--- src/rtl/pfr_pkg.sv ---
package pfr_pkg;

  typedef enum logic [1:0] {
    POL_OLDEST = 2'd0,
    POL_NEWEST = 2'd1,
    POL_LRU    = 2'd2,
    POL_RAND   = 2'd3
  } pfr_policy_e;

  localparam int LFSR_W = 16;
  localparam logic [LFSR_W-1:0] LFSR_SEED = 16'hACE1;

  // One step of the victim-selection shift register.
  function automatic logic [LFSR_W-1:0] lfsr_advance(input logic [LFSR_W-1:0] s);
    return {s[LFSR_W-2:0], s[15] ^ s[13] ^ s[12] ^ s[10]};
  endfunction

  // Width of a frame index for n frames.
  function automatic int idx_width(input int n);
    return (n < 2) ? 1 : $clog2(n);
  endfunction

endpackage

--- src/rtl/pfr_tag_store.sv ---
module pfr_tag_store #(
  parameter int NUM_FRAMES = 4,
  parameter int PAGE_W     = 16,
  parameter int IDX_W      = 2
) (
  input  logic                  clk,
  input  logic                  rst_n,
  input  logic [PAGE_W-1:0]     lookup_page,
  input  logic                  wr_en,
  input  logic [IDX_W-1:0]      wr_idx,
  input  logic [PAGE_W-1:0]     wr_page,
  input  logic [IDX_W-1:0]      rd_idx,
  output logic [PAGE_W-1:0]     rd_page,
  output logic                  hit,
  output logic [IDX_W-1:0]      hit_idx,
  output logic                  all_full,
  output logic [IDX_W-1:0]      free_idx,
  output logic [NUM_FRAMES-1:0] valid_vec
);

  logic [PAGE_W-1:0]     tag_q [NUM_FRAMES];
  logic [NUM_FRAMES-1:0] vld_q;
  logic [NUM_FRAMES-1:0] match;

  for (genvar g = 0; g < NUM_FRAMES; g++) begin : g_frame
    always_ff @(posedge clk) begin
      if (!rst_n) begin
        vld_q[g] <= 1'b0;
        tag_q[g] <= '0;
      end else if (wr_en && (wr_idx == IDX_W'(g))) begin
        vld_q[g] <= 1'b1;
        tag_q[g] <= wr_page;
      end
    end
    assign match[g] = vld_q[g] && (tag_q[g] == lookup_page);
  end

  always_comb begin
    hit      = 1'b0;
    hit_idx  = '0;
    free_idx = '0;
    all_full = &vld_q;
    rd_page  = '0;
    for (int i = NUM_FRAMES - 1; i >= 0; i--) begin
      if (match[i]) begin
        hit     = 1'b1;
        hit_idx = IDX_W'(i);
      end
      if (!vld_q[i]) free_idx = IDX_W'(i);
      if (rd_idx == IDX_W'(i)) rd_page = tag_q[i];
    end
  end

  assign valid_vec = vld_q;

endmodule

--- src/rtl/pfr_rank_tracker.sv ---
// Move-to-front ordering: rank 0 is the most recently touched frame,
// rank NUM_FRAMES-1 the one touched longest ago.
module pfr_rank_tracker #(
  parameter int NUM_FRAMES = 4,
  parameter int IDX_W      = 2
) (
  input  logic             clk,
  input  logic             rst_n,
  input  logic             touch_en,
  input  logic [IDX_W-1:0] touch_idx,
  output logic [IDX_W-1:0] newest_idx,
  output logic [IDX_W-1:0] oldest_idx
);

  logic [IDX_W-1:0] rank_q [NUM_FRAMES];
  logic [IDX_W-1:0] touched_rank;

  always_comb begin
    touched_rank = '0;
    newest_idx   = '0;
    oldest_idx   = '0;
    for (int i = 0; i < NUM_FRAMES; i++) begin
      if (touch_idx == IDX_W'(i)) touched_rank = rank_q[i];
      if (rank_q[i] == '0) newest_idx = IDX_W'(i);
      if (rank_q[i] == IDX_W'(NUM_FRAMES - 1)) oldest_idx = IDX_W'(i);
    end
  end

  for (genvar g = 0; g < NUM_FRAMES; g++) begin : g_rank
    always_ff @(posedge clk) begin
      if (!rst_n) begin
        rank_q[g] <= IDX_W'(g);
      end else if (touch_en) begin
        if (touch_idx == IDX_W'(g))
          rank_q[g] <= '0;
        else if (rank_q[g] < touched_rank)
          rank_q[g] <= rank_q[g] + 1'b1;
      end
    end
  end

endmodule

--- src/rtl/pfr_lfsr.sv ---
module pfr_lfsr (
  input  logic                       clk,
  input  logic                       rst_n,
  input  logic                       step,
  output logic [pfr_pkg::LFSR_W-1:0] state
);

  always_ff @(posedge clk) begin
    if (!rst_n)    state <= pfr_pkg::LFSR_SEED;
    else if (step) state <= pfr_pkg::lfsr_advance(state);
  end

endmodule

--- src/rtl/pfr_counters.sv ---
module pfr_counters #(
  parameter int CNT_W = 32
) (
  input  logic             clk,
  input  logic             rst_n,
  input  logic             clr,
  input  logic             inc_ref,
  input  logic             inc_hit,
  input  logic             inc_fault,
  output logic [CNT_W-1:0] ref_count,
  output logic [CNT_W-1:0] hit_count,
  output logic [CNT_W-1:0] fault_count
);

  always_ff @(posedge clk) begin
    if (!rst_n || clr) begin
      ref_count   <= '0;
      hit_count   <= '0;
      fault_count <= '0;
    end else begin
      if (inc_ref)   ref_count   <= ref_count + 1'b1;
      if (inc_hit)   hit_count   <= hit_count + 1'b1;
      if (inc_fault) fault_count <= fault_count + 1'b1;
    end
  end

endmodule

--- src/rtl/page_frame_ctrl.sv ---
module page_frame_ctrl #(
  parameter int NUM_FRAMES = 4,
  parameter int PAGE_W     = 16,
  parameter int CNT_W      = 32,
  localparam int IDX_W     = pfr_pkg::idx_width(NUM_FRAMES)
) (
  input  logic              clk,
  input  logic              rst_n,
  input  logic              cnt_clr,
  input  logic [1:0]        policy,
  input  logic              ref_valid,
  input  logic [PAGE_W-1:0] ref_page,
  output logic              res_valid,
  output logic              res_hit,
  output logic [IDX_W-1:0]  res_frame,
  output logic              res_evict_valid,
  output logic [PAGE_W-1:0] res_evict_page,
  output logic [CNT_W-1:0]  ref_count,
  output logic [CNT_W-1:0]  hit_count,
  output logic [CNT_W-1:0]  fault_count
);
  import pfr_pkg::*;

  // Named internal events, also observed by the bound checker.
  logic                  ref_hit;
  logic                  ref_fault;
  logic                  all_full;
  logic                  need_evict;
  logic [NUM_FRAMES-1:0] frame_vld;
  logic [IDX_W-1:0]      hit_idx;
  logic [IDX_W-1:0]      free_idx;
  logic [IDX_W-1:0]      victim_idx;
  logic [IDX_W-1:0]      target_idx;
  logic [IDX_W-1:0]      use_idx;
  logic [PAGE_W-1:0]     victim_page;
  logic                  lookup_hit;

  logic [IDX_W-1:0]      load_newest, load_oldest;
  logic [IDX_W-1:0]      use_newest,  use_oldest;
  logic [IDX_W-1:0]      rand_idx;
  logic [LFSR_W-1:0]     lfsr_q;
  pfr_policy_e           pol;

  assign pol = pfr_policy_e'(policy);

  pfr_tag_store #(
    .NUM_FRAMES(NUM_FRAMES), .PAGE_W(PAGE_W), .IDX_W(IDX_W)
  ) u_tags (
    .clk(clk), .rst_n(rst_n),
    .lookup_page(ref_page),
    .wr_en(ref_fault), .wr_idx(target_idx), .wr_page(ref_page),
    .rd_idx(victim_idx), .rd_page(victim_page),
    .hit(lookup_hit), .hit_idx(hit_idx),
    .all_full(all_full), .free_idx(free_idx),
    .valid_vec(frame_vld)
  );

  // Load order: touched only when a page is brought in.
  pfr_rank_tracker #(.NUM_FRAMES(NUM_FRAMES), .IDX_W(IDX_W)) u_load_order (
    .clk(clk), .rst_n(rst_n),
    .touch_en(ref_fault), .touch_idx(target_idx),
    .newest_idx(load_newest), .oldest_idx(load_oldest)
  );

  // Use order: touched by every reference.
  pfr_rank_tracker #(.NUM_FRAMES(NUM_FRAMES), .IDX_W(IDX_W)) u_use_order (
    .clk(clk), .rst_n(rst_n),
    .touch_en(ref_valid), .touch_idx(use_idx),
    .newest_idx(use_newest), .oldest_idx(use_oldest)
  );

  pfr_lfsr u_lfsr (
    .clk(clk), .rst_n(rst_n), .step(ref_valid), .state(lfsr_q)
  );

  pfr_counters #(.CNT_W(CNT_W)) u_stats (
    .clk(clk), .rst_n(rst_n), .clr(cnt_clr),
    .inc_ref(ref_valid), .inc_hit(ref_hit), .inc_fault(ref_fault),
    .ref_count(ref_count), .hit_count(hit_count), .fault_count(fault_count)
  );

  assign ref_hit    = ref_valid && lookup_hit;
  assign ref_fault  = ref_valid && !lookup_hit;
  assign need_evict = ref_fault && all_full;
  assign rand_idx   = IDX_W'(lfsr_q % LFSR_W'(NUM_FRAMES));

  // The unused newest-by-use index is kept for symmetry of the trackers.
  logic unused_ok;
  assign unused_ok = ^use_newest;

  always_comb begin
    unique case (pol)
      POL_OLDEST: victim_idx = load_oldest;
      POL_NEWEST: victim_idx = load_newest;
      POL_LRU:    victim_idx = use_oldest;
      default:    victim_idx = rand_idx;
    endcase
  end

  assign target_idx = all_full ? victim_idx : free_idx;
  assign use_idx    = lookup_hit ? hit_idx : target_idx;

  always_ff @(posedge clk) begin
    if (!rst_n) begin
      res_valid       <= 1'b0;
      res_hit         <= 1'b0;
      res_frame       <= '0;
      res_evict_valid <= 1'b0;
      res_evict_page  <= '0;
    end else begin
      res_valid       <= ref_valid;
      res_hit         <= ref_hit;
      res_frame       <= ref_valid ? use_idx : '0;
      res_evict_valid <= need_evict;
      res_evict_page  <= need_evict ? victim_page : '0;
    end
  end

endmodule

--- config.mk ---
export PLATFORM = sky130hd
export DESIGN_NAME = page_frame_ctrl
export DESIGN_NICKNAME = d
export VERILOG_FILES = /design/src/rtl/pfr_pkg.sv /design/src/rtl/pfr_tag_store.sv /design/src/rtl/pfr_rank_tracker.sv /design/src/rtl/pfr_lfsr.sv /design/src/rtl/pfr_counters.sv /design/src/rtl/page_frame_ctrl.sv
export SDC_FILE = /design/constraint.sdc
export NUM_CORES = 1
export LEC_CHECK = 0
export BUFFER_PORTS_ARGS = -buffer_cell sky130_fd_sc_hd__buf_2
export CORE_UTILIZATION = 36
export DETAILED_ROUTE_END_ITERATION = 16
export PLACE_DENSITY_LB_ADDON = 0.3
export SYNTH_ARGS = -nofsm -noshare
export SYNTH_HDL_FRONTEND = slang
export SYNTH_HIERARCHICAL = 1
export SYNTH_SLANG_ARGS = --single-unit
--- constraint.sdc ---
create_clock -name clk -period 4.9 [get_ports clk]
set_clock_uncertainty 0.15 [all_clocks]
set_input_delay 0.245 -clock clk [delete_from_list [all_inputs] [get_ports clk]]
set_output_delay 0.245 -clock clk [all_outputs]
set_load 0.005 [all_outputs]
==> reports/qor.csv, run 1 <==
metric,value,unit
CP cell instances,dlygate4sd3_1 > buf_2 > xor2_1 > nor4_1 > nand4_1 > a2bb2o_2 > or2_1 > a211oi_2 > nor2_1 > mux4_2 > inv_1 > ha_1 > o311a_1 > o311ai_0,
total gr overflow,0,
mean area per synthesized cell,10.3,um2
CP required,4.90,ns
outcome,"finished, final reports clean",
Placement Setup Slack,0.439,ns
die width,178,um
clock period minus worst slack,4.53,ns
Hold Crit Class,input pin to flip-flop,
final setup margin,0.371,ns
Bufs and invs on worst path,3,
CP Max Fanout,10,
Post-Layout Cell Count,1626,
Slew @ Worst Pin,1.01,ns
Final Hold Fails,0,
clk sinks,217,
Crit path arrival time,4.53,ns
share of layout cells above drive strength 1,18.7,%
num rows,63,
Tot GR Track Use,17.6,%
DR WL/cell,17.2,um
dpl cell area,12100,um2
final slew viol count,0,
Setup TNS Final,0,ns
drt via density,5.33,
Max Buffers Root-to-Sink,3,
placed cell count,1565,
CP Launch Point,ref_page[9],
initial antenna violation count,1,
synthesized cell area,11100,um2
Die Y,178,um
Final period util,92.4,%
Worst path max stage delay,0.58,ns
number of DRC markers in iteration 0,458,
startpoint type of the worst setup path,input pin,
Top Ports,139,
Initial Util,37.0,%
Final Cell Area,13100,um2
worst r2r src,u_tags/tag_q[2][0],
total die area,31600,um2
syn_nets,1121,
family with the most delay on the worst path,simple AND/OR/NAND/NOR gates,
antenna cells,0,
Initial DRT Pass Iterations,5,
critical path's slowest cell,mux4_2,
Final nets,1263,
RSZ-0062 raised after global routing,no,
Post-Syn Instances,1076,
vias in the first global route,8332,
H-tree depth,1,
CP Capture Type,flip-flop,
Max VDD drop,232,uV
I/O Buffers,138,
yosys warns,6,
final setup fails,0,
Slew Limit Headroom,32.2,%
later-pin clock latency in the skew report,0.53,ns
CTS root buffer,clkbuf_16,
Leak,4.97,nW
cts repair resizes,0,
HP Start,ref_page[11],
drc violations,0,
critical path type,input pin to flip-flop,
pin count of the biggest net entering global routing,64,
Area growth syn-to-layout,17.5,%
Cell Pwr Density,326,nW/um2
max frequency,221,MHz
gp weighted congestion,0.846,
register clock-pin slew on the reported worst setup and hold paths,0.06,ns
Num CTS Buffers,26,
Post-CTS Hold Buffers,15,
Setup Buffers After CTS,0,
via count,8670,
Core Region,30000,um2
# Max-Cap Violations,0,
Detailed Route WL,28000,um
Antenna Nets Post-Route,0,
CTS tree,yes,
Detailed Place HPWL,18900,um
first-pass GRT wire length,44800,um
==> power breakdown <==
part           switching (mW)  internal, mW  total, mW
logic                   0.259         0.209      0.469
registers              0.0542          1.94       2.00
clock network           0.738          1.06       1.80
total                    1.05          3.21       4.26
==> sequential cells by signal, indices dropped and copies added (netlist names) <==
signal               count
u_lfsr/state            16
u_load_order/rank_q      8
res_evict_page          16
u_stats/hit_count       32
u_tags/tag_q            64
res_evict_valid          1
u_stats/fault_count     32
u_stats/ref_count       32
res_hit                  1
res_valid                1
u_use_order/rank_q       8
u_tags/valid_vec         4
res_frame                2
==> cell usage in the layout (no fill, tap or decap), drive strengths merged, types with 39 or more instances in the layout <==
cell    instances
xnor2          62
inv            39
nand4          44
and2           90
edfxtp         80
dfxtp         137
xor2           39
nand2          62
nor2           53
buf           149
a21oi          51
clkbuf         41
==> layout make-up <==
type	count	area, um2
clock buffers	41	759
clock inverters	5	30.0
fillers	2874	17000
inverters	38	143
multi-input cells	771	5580
flip-flops and latches	217	5140
well taps	390	488
repair buffers	164	923
==> layer usage <==
layer,share of wire (%),GRT usage [%]
met1,45,22.8
met2,48,29.8
met3,5.7,3.56
met4,1.7,4.31
met5,0.029,0
==> path summary, 6_finish.rpt <==
kind | to | slack (ns) | depth (start not counted)
worst max register to register | u_use_order/rank_q[1][1] | 0.46 | 12
worst max-delay path | u_use_order/rank_q[1][1] | 0.37 | 14
worst min register to register | u_stats/ref_count[31] | 0.32 | 2
worst min-delay path | u_tags/tag_q[0][11] | 0.02 | 2
==> per-stage QoR <==
stage / total power, mW / hold WS (ns) / utilization (%)
2_1_floorplan: 2.36 / 0.223 / -
3_3_place_gp: 2.48 / 0.300 / 40.4
3_5_place_dp: 2.49 / 0.309 / 40.4
4_1_cts: 4.32 / 0.00134 / 43.5
5_1_grt: 4.45 / 0.0299 / 43.5
6_report: 4.26 / 0.0220 / 43.5
Power figures use the tool's default switching activity.
==> run 2, diff against run 1 <==
--- a/config.mk
+++ b/config.mk
@@ -11,2 +11,3 @@
 export PLACE_DENSITY_LB_ADDON = 0.3
+export RECOVER_POWER = 25
 export SYNTH_ARGS = -nofsm -noshare
==> constraint.sdc (replaced) <==
create_clock -name clk -period 4.9 [get_ports clk]
set_clock_uncertainty 0.15 [all_clocks]
set_input_delay 0.98 -clock clk [delete_from_list [all_inputs] [get_ports clk]]
set_output_delay 0.98 -clock clk [all_outputs]
set_load 0.005 [all_outputs]
==> reports/qor.csv, run 2 (same netlist as run 1, synthesis figures left out) <==
metric,value,unit,change
clock period minus worst slack,4.26,ns,-0.264 ns
I/O Buffers,138,,unchanged
Setup TNS Final,0,ns,unchanged
Crit path arrival time,4.27,ns,-0.26 ns
outcome,"complete, but fails checks",,
total gr overflow,0,,unchanged
Tot GR Track Use,17.4,%,-0.17 points
Core Region,30000,um2,unchanged
Leak,4.75,nW,-4.3%
Top Ports,139,,unchanged
Initial DRT Pass Iterations,5,,unchanged
Cell Pwr Density,337,nW/um2,+3.4%
total die area,31600,um2,unchanged
antenna cells,0,,unchanged
Final nets,1260,,-0.24%
Detailed Route WL,28100,um,+0.35%
Antenna Nets Post-Route,0,,unchanged
Max Buffers Root-to-Sink,3,,unchanged
Bufs and invs on worst path,2,,-1
drt via density,5.41,,+1.6%
Slew Limit Headroom,-87.2,%,-120 points
pin count of the biggest net entering global routing,61,,-4.7%
cts repair resizes,0,,unchanged
hold slack,0.319,ns,+0.297 ns
initial antenna violation count,1,,unchanged
Flop pwr share,45.6,%,-1.3 points
Num CTS Buffers,25,,-3.8%
dpl cell area,12200,um2,+0.91%
CP required,4.91,ns,about the same
Placement Setup Slack,0.102,ns,-0.337 ns
Post-CTS Hold Buffers,0,,-15
Max VDD drop,215,uV,-7.4%
P_int,3.33,mW,+3.7%
Final Cell Area,13000,um2,-0.54%
max frequency,234,MHz,+6.2%
Hold Crit Class,flip-flop to flip-flop,,
failing checks,"max-capacitance violations, max-slew violations",,
CP Max Fanout,8,,-2
startpoint type of the worst setup path,input pin,,
final setup margin,0.635,ns,+0.264 ns
num rows,63,,unchanged
Initial Util,37.0,%,unchanged
R2R Setup Slk,0.84,ns,+0.38 ns
Detailed Place HPWL,19300,um,+2.0%
family with the most delay on the worst path,simple AND/OR/NAND/NOR gates,,
critical path type,input pin to flip-flop,,
gp weighted congestion,0.907,,+7.2%
vias in the first global route,8298,,-0.41%
CP cell instances,buf_2 > xnor2_1 > nand4_1 > nor4_2 > a32o_1 > or2_1 > a211oi_2 > nor2_1 > mux4_2 > inv_1 > ha_1 > o311a_1 > o311ai_0,,
"most common cell after layout, fill and taps aside",dfxtp_1,,
Worst path max stage delay,0.52,ns,-0.06 ns
share of layout cells above drive strength 1,15.4,%,-3.2 points
Combinational Power Share,10.6,%,-0.4 points
# Max-Cap Violations,2,,+2
RSZ-0062 raised after global routing,no,,
CTS tree,yes,,
register clock-pin slew on the reported worst setup and hold paths,0.06,ns,about the same
Setup Buffers After CTS,0,,unchanged
number of DRC markers in iteration 0,536,,+17%
Final period util,87.0,%,-5.4 points
die width,178,um,unchanged
HP Start,u_lfsr/state[14],,
Psw,1.05,mW,+0.26%
DR WL/cell,17.4,um,+0.72%
Worst R2R Path Depth,12,,unchanged
via count,8772,,+1.2%
clk sinks,217,,unchanged
worst r2r src,u_tags/tag_q[0][3],,
Slew @ Worst Pin,2.81,ns,+1.79 ns
Clk pwr share,43.8,%,+1.6 points
CP Capture Type,flip-flop,,
r2r endpoint,u_use_order/rank_q[1][1],,
Area growth syn-to-layout,16.9,%,
Final Hold Fails,0,,unchanged
CTS root buffer,clkbuf_16,,
Hold Path End,u_lfsr/state[15],,
Total Power,4.38,mW,+2.9%
max reg flops,64,,unchanged
final setup fails,0,,unchanged
hold path depth,2,,unchanged
first-pass GRT wire length,44300,um,-0.91%
critical path's slowest cell,mux4_2,,
drc violations,0,,unchanged
"Most flops, register",u_tags/tag_q,,
H-tree depth,1,,unchanged
switching part of the total power,24.1,%,-0.63 points
Die Y,178,um,unchanged
later-pin clock latency in the skew report,0.53,ns,about the same
most frequent cells in the layout,"dfxtp_1 (137), and2_1 (90), buf_2 (83), edfxtp_1 (80), nand2_1 (62)",,
final slew viol count,101,,+101
-- run 2: changes by cell type in the layout (fill, tap and decap cells not counted), sizes merged --
cell         delta
clkinv          -2
dlygate4sd3    -15
clkbuf         +50
buf            -42
bufinv          +3
-- run 2: layout make-up --
class	instances	area, um2
sequential	217	5140
fill	2895	17000
timing repair buffer	162	807
clock buffer	36	727
inverter	38	143
tap	390	488
clock inverter	6	111
multi-input combinational	771	5580
-- run 2: metrics by stage --
| stage | cells | utilization, % |
|---|---|---|
| global placement | 1578 | 40.7 |
| CTS | 1620 | 43.5 |
| global route | 1620 | 43.3 |
| detailed placement | 1578 | 40.7 |
| floorplan | 1076 | - |
| finish | 1620 | 43.3 |
-- run 2: how the worst max path moves through the flow --
stage	slack [ns]	depth (start not counted)	start	endpoint
floorplan	0.62	13	ref_page[6]	u_stats/fault_count[31]
finish	0.64	13	ref_page[3]	u_use_order/rank_q[1][1]
detailed placement	0.10	13	ref_page[2]	u_use_order/rank_q[1][1]
global route	0.29	5	rst_n	u_stats/hit_count[19]
CTS	0.65	13	ref_page[8]	u_use_order/rank_q[1][0]
global placement	0.21	13	ref_page[3]	u_use_order/rank_q[1][1]
-- run 2: layer usage --
metal / GRT usage, % / up-vias / wire, um
li1: - / 4248 / -
met4: 4.95 / 2 / 622
met3: 3.68 / 48 / 1780
met2: 29.2 / 249 / 13300
met1: 22.5 / 4225 / 12400
met5: 0 / - / 10
-- run 2: tightest hold or removal path, stage by stage (launching register included) --
cell and delay, ns:
dfxtp_1 0.32, mux2i_1 0.07, nand2_1 0.06
-- run 2: power by group through the flow --
stage               sequential [mW]  combinational [mW]  clock (mW)
floorplan                      2.02               0.340           0
global placement               2.04               0.454           0
detailed placement             2.04               0.462           0
CTS                            2.00               0.467        1.98
global route                   2.01               0.512        2.05
finish                         2.00               0.463        1.92
==> run 3, diff against run 2 <==
Settings changed: CORE_ASPECT_RATIO set to 1.2, MAX_ROUTING_LAYER set to met4.
==> reports/qor.csv, run 3 (same netlist as run 1, synthesis figures left out) <==
metric,value,unit,change
outcome,"complete, but fails checks",,
failing checks,design-rule violations,,
H-tree depth,1,,unchanged
Final nets,1258,,-0.16%
max reg flops,64,,unchanged
Num CTS Buffers,25,,unchanged
drt via density,5.33,,-1.6%
register clock-pin slew on the reported worst setup and hold paths,0.06,ns,about the same
"Most flops, register",u_tags/tag_q,,
CP Max Fanout,8,,unchanged
final slew viol count,0,,-100%
"most common cell after layout, fill and taps aside",dfxtp_1,,
Max VDD drop,239,uV,+11%
max frequency,236,MHz,+0.47%
fillcell total,2949,,+1.9%
# Max-Cap Violations,0,,-2
startpoint type of the worst setup path,input pin,,
cts repair resizes,0,,unchanged
Tot GR Track Use,18.0,%,+0.60 points
Top Ports,139,,unchanged
Detailed Place HPWL,19300,um,-0.18%
most frequent cells in the layout,"dfxtp_1 (137), buf_2 (108), and2_1 (90), edfxtp_1 (80), nand2_1 (62)",,
Setup TNS Final,0,ns,unchanged
final setup fails,0,,unchanged
total gr overflow,0,,unchanged
CTS tree,yes,,
clk sinks,217,,unchanged
Area growth syn-to-layout,16.8,%,about the same
clock period minus worst slack,4.24,ns,-0.0199 ns
Max Buffers Root-to-Sink,3,,unchanged
num rows,70,,+11%
Final period util,86.6,%,-0.41 points
drc violations,1,,+1
Final Hold Fails,0,,unchanged
Antenna Nets Post-Route,0,,unchanged
Hold Crit Class,flip-flop to flip-flop,,
Detailed Route WL,27900,um,-0.81%
vias in the first global route,8471,,+2.1%
later-pin clock latency in the skew report,0.53,ns,about the same
Initial Util,36.6,%,-0.44 points
dpl cell area,12200,um2,about the same
Cell Pwr Density,333,nW/um2,-1.2%
DR WL/cell,17.1,um,-1.3%
I/O Buffers,138,,unchanged
Slew @ Worst Pin,1.28,ns,-1.53 ns
HP Start,u_stats/ref_count[31],,
Placement Setup Slack,0.167,ns,+0.0645 ns
RSZ-0062 raised after global routing,no,,
hold slack,0.318,ns,-0.000414 ns
Post-CTS Hold Buffers,0,,unchanged
area of the multi-input gates,5580,um2,unchanged
CP Capture Type,flip-flop,,
Final Cell Area,13000,um2,about the same
critical path type,input pin to flip-flop,,
Core Region,30400,um2,+1.2%
Die Y,195,um,+9.4%
first-pass GRT wire length,44800,um,+1.0%
final setup margin,0.655,ns,+0.0199 ns
total die area,31600,um2,about the same
gp weighted congestion,0.902,,-0.47%
CTS root buffer,clkbuf_16,,
die width,162,um,-8.6%
CP required,4.91,ns,about the same
number of DRC markers in iteration 0,491,,-8.4%
Slew Limit Headroom,14.7,%,+100 points
Setup Buffers After CTS,0,,unchanged
Initial DRT Pass Iterations,11,,+6
CP Launch Point,ref_page[13],,
pin count of the biggest net entering global routing,61,,unchanged
antenna cells,0,,unchanged
Crit path arrival time,4.26,ns,about the same
initial antenna violation count,0,,-1
share of layout cells above drive strength 1,17.4,%,+1.9 points
worst r2r src,u_load_order/rank_q[2][0],,
via count,8675,,-1.1%
Leak,4.85,nW,+2.0%
Sequential cell area,5140,um2,unchanged
[run 3: cell types whose count changed in the layout (fill, tap and decap cells not counted), sizes merged]
cell / delta
clkinvlp: -1
clkinv: +4
buf: +22
inv: +1
clkbuf: -23
bufinv: -1
[run 3: cell type report]
class / count / area share (%)
clock buffers: 37 / 5.55
clock inverters: 9 / 0.770
inverters: 38 / 1.10
multi-input cells: 771 / 42.9
flip-flops and latches: 217 / 39.6
well taps: 396 / 3.81
repair buffers: 160 / 6.25
[run 3: final timing paths]
path,endpoint,slack [ns],cells past startpoint
setup / recovery,u_use_order/rank_q[1][0],0.66,13
hold / removal,u_stats/ref_count[31],0.32,2
setup reg to reg,u_load_order/rank_q[1][1],0.87,11
hold reg to reg,u_stats/ref_count[31],0.32,2
[run 3: through the flow]
stage / power (mW) / cells / utilization (%)
after global placement: 2.49 / 1582 / 40.2
after floorplan: 2.36 / 1076 / -
after CTS: 4.38 / 1628 / 42.9
after detailed placement: 2.50 / 1582 / 40.2
after global routing: 4.49 / 1628 / 42.8
final: 4.33 / 1628 / 42.8
[run 3: per-layer routing]
layer	up-vias	part of all wire, %	global-route usage (%)
met3	50	5.4	3.41
met1	4169	43	21.4
met2	212	49	30.5
met4	0	2.6	5.94
met5	-	0	-
li1	4244	-	-
[run 3: critical path: stages]
cell,delay (ns)
buf_2,0.16
xor2_1,0.19
nor4_1,0.44
nand4_1,0.18
a2bb2o_2,0.27
or2_1,0.17
a211oi_2,0.06
nor2_1,0.23
mux4_2,0.54
inv_1,0.15
ha_1,0.27
o311a_1,0.13
o311ai_0,0.48
[run 3: report_power, final]
group          internal, mW  switching (mW)  total, mW
Clock                  1.12           0.746       1.87
Sequential             1.94          0.0578       2.00
Combinational         0.205           0.256      0.461
Total                  3.27            1.06       4.33
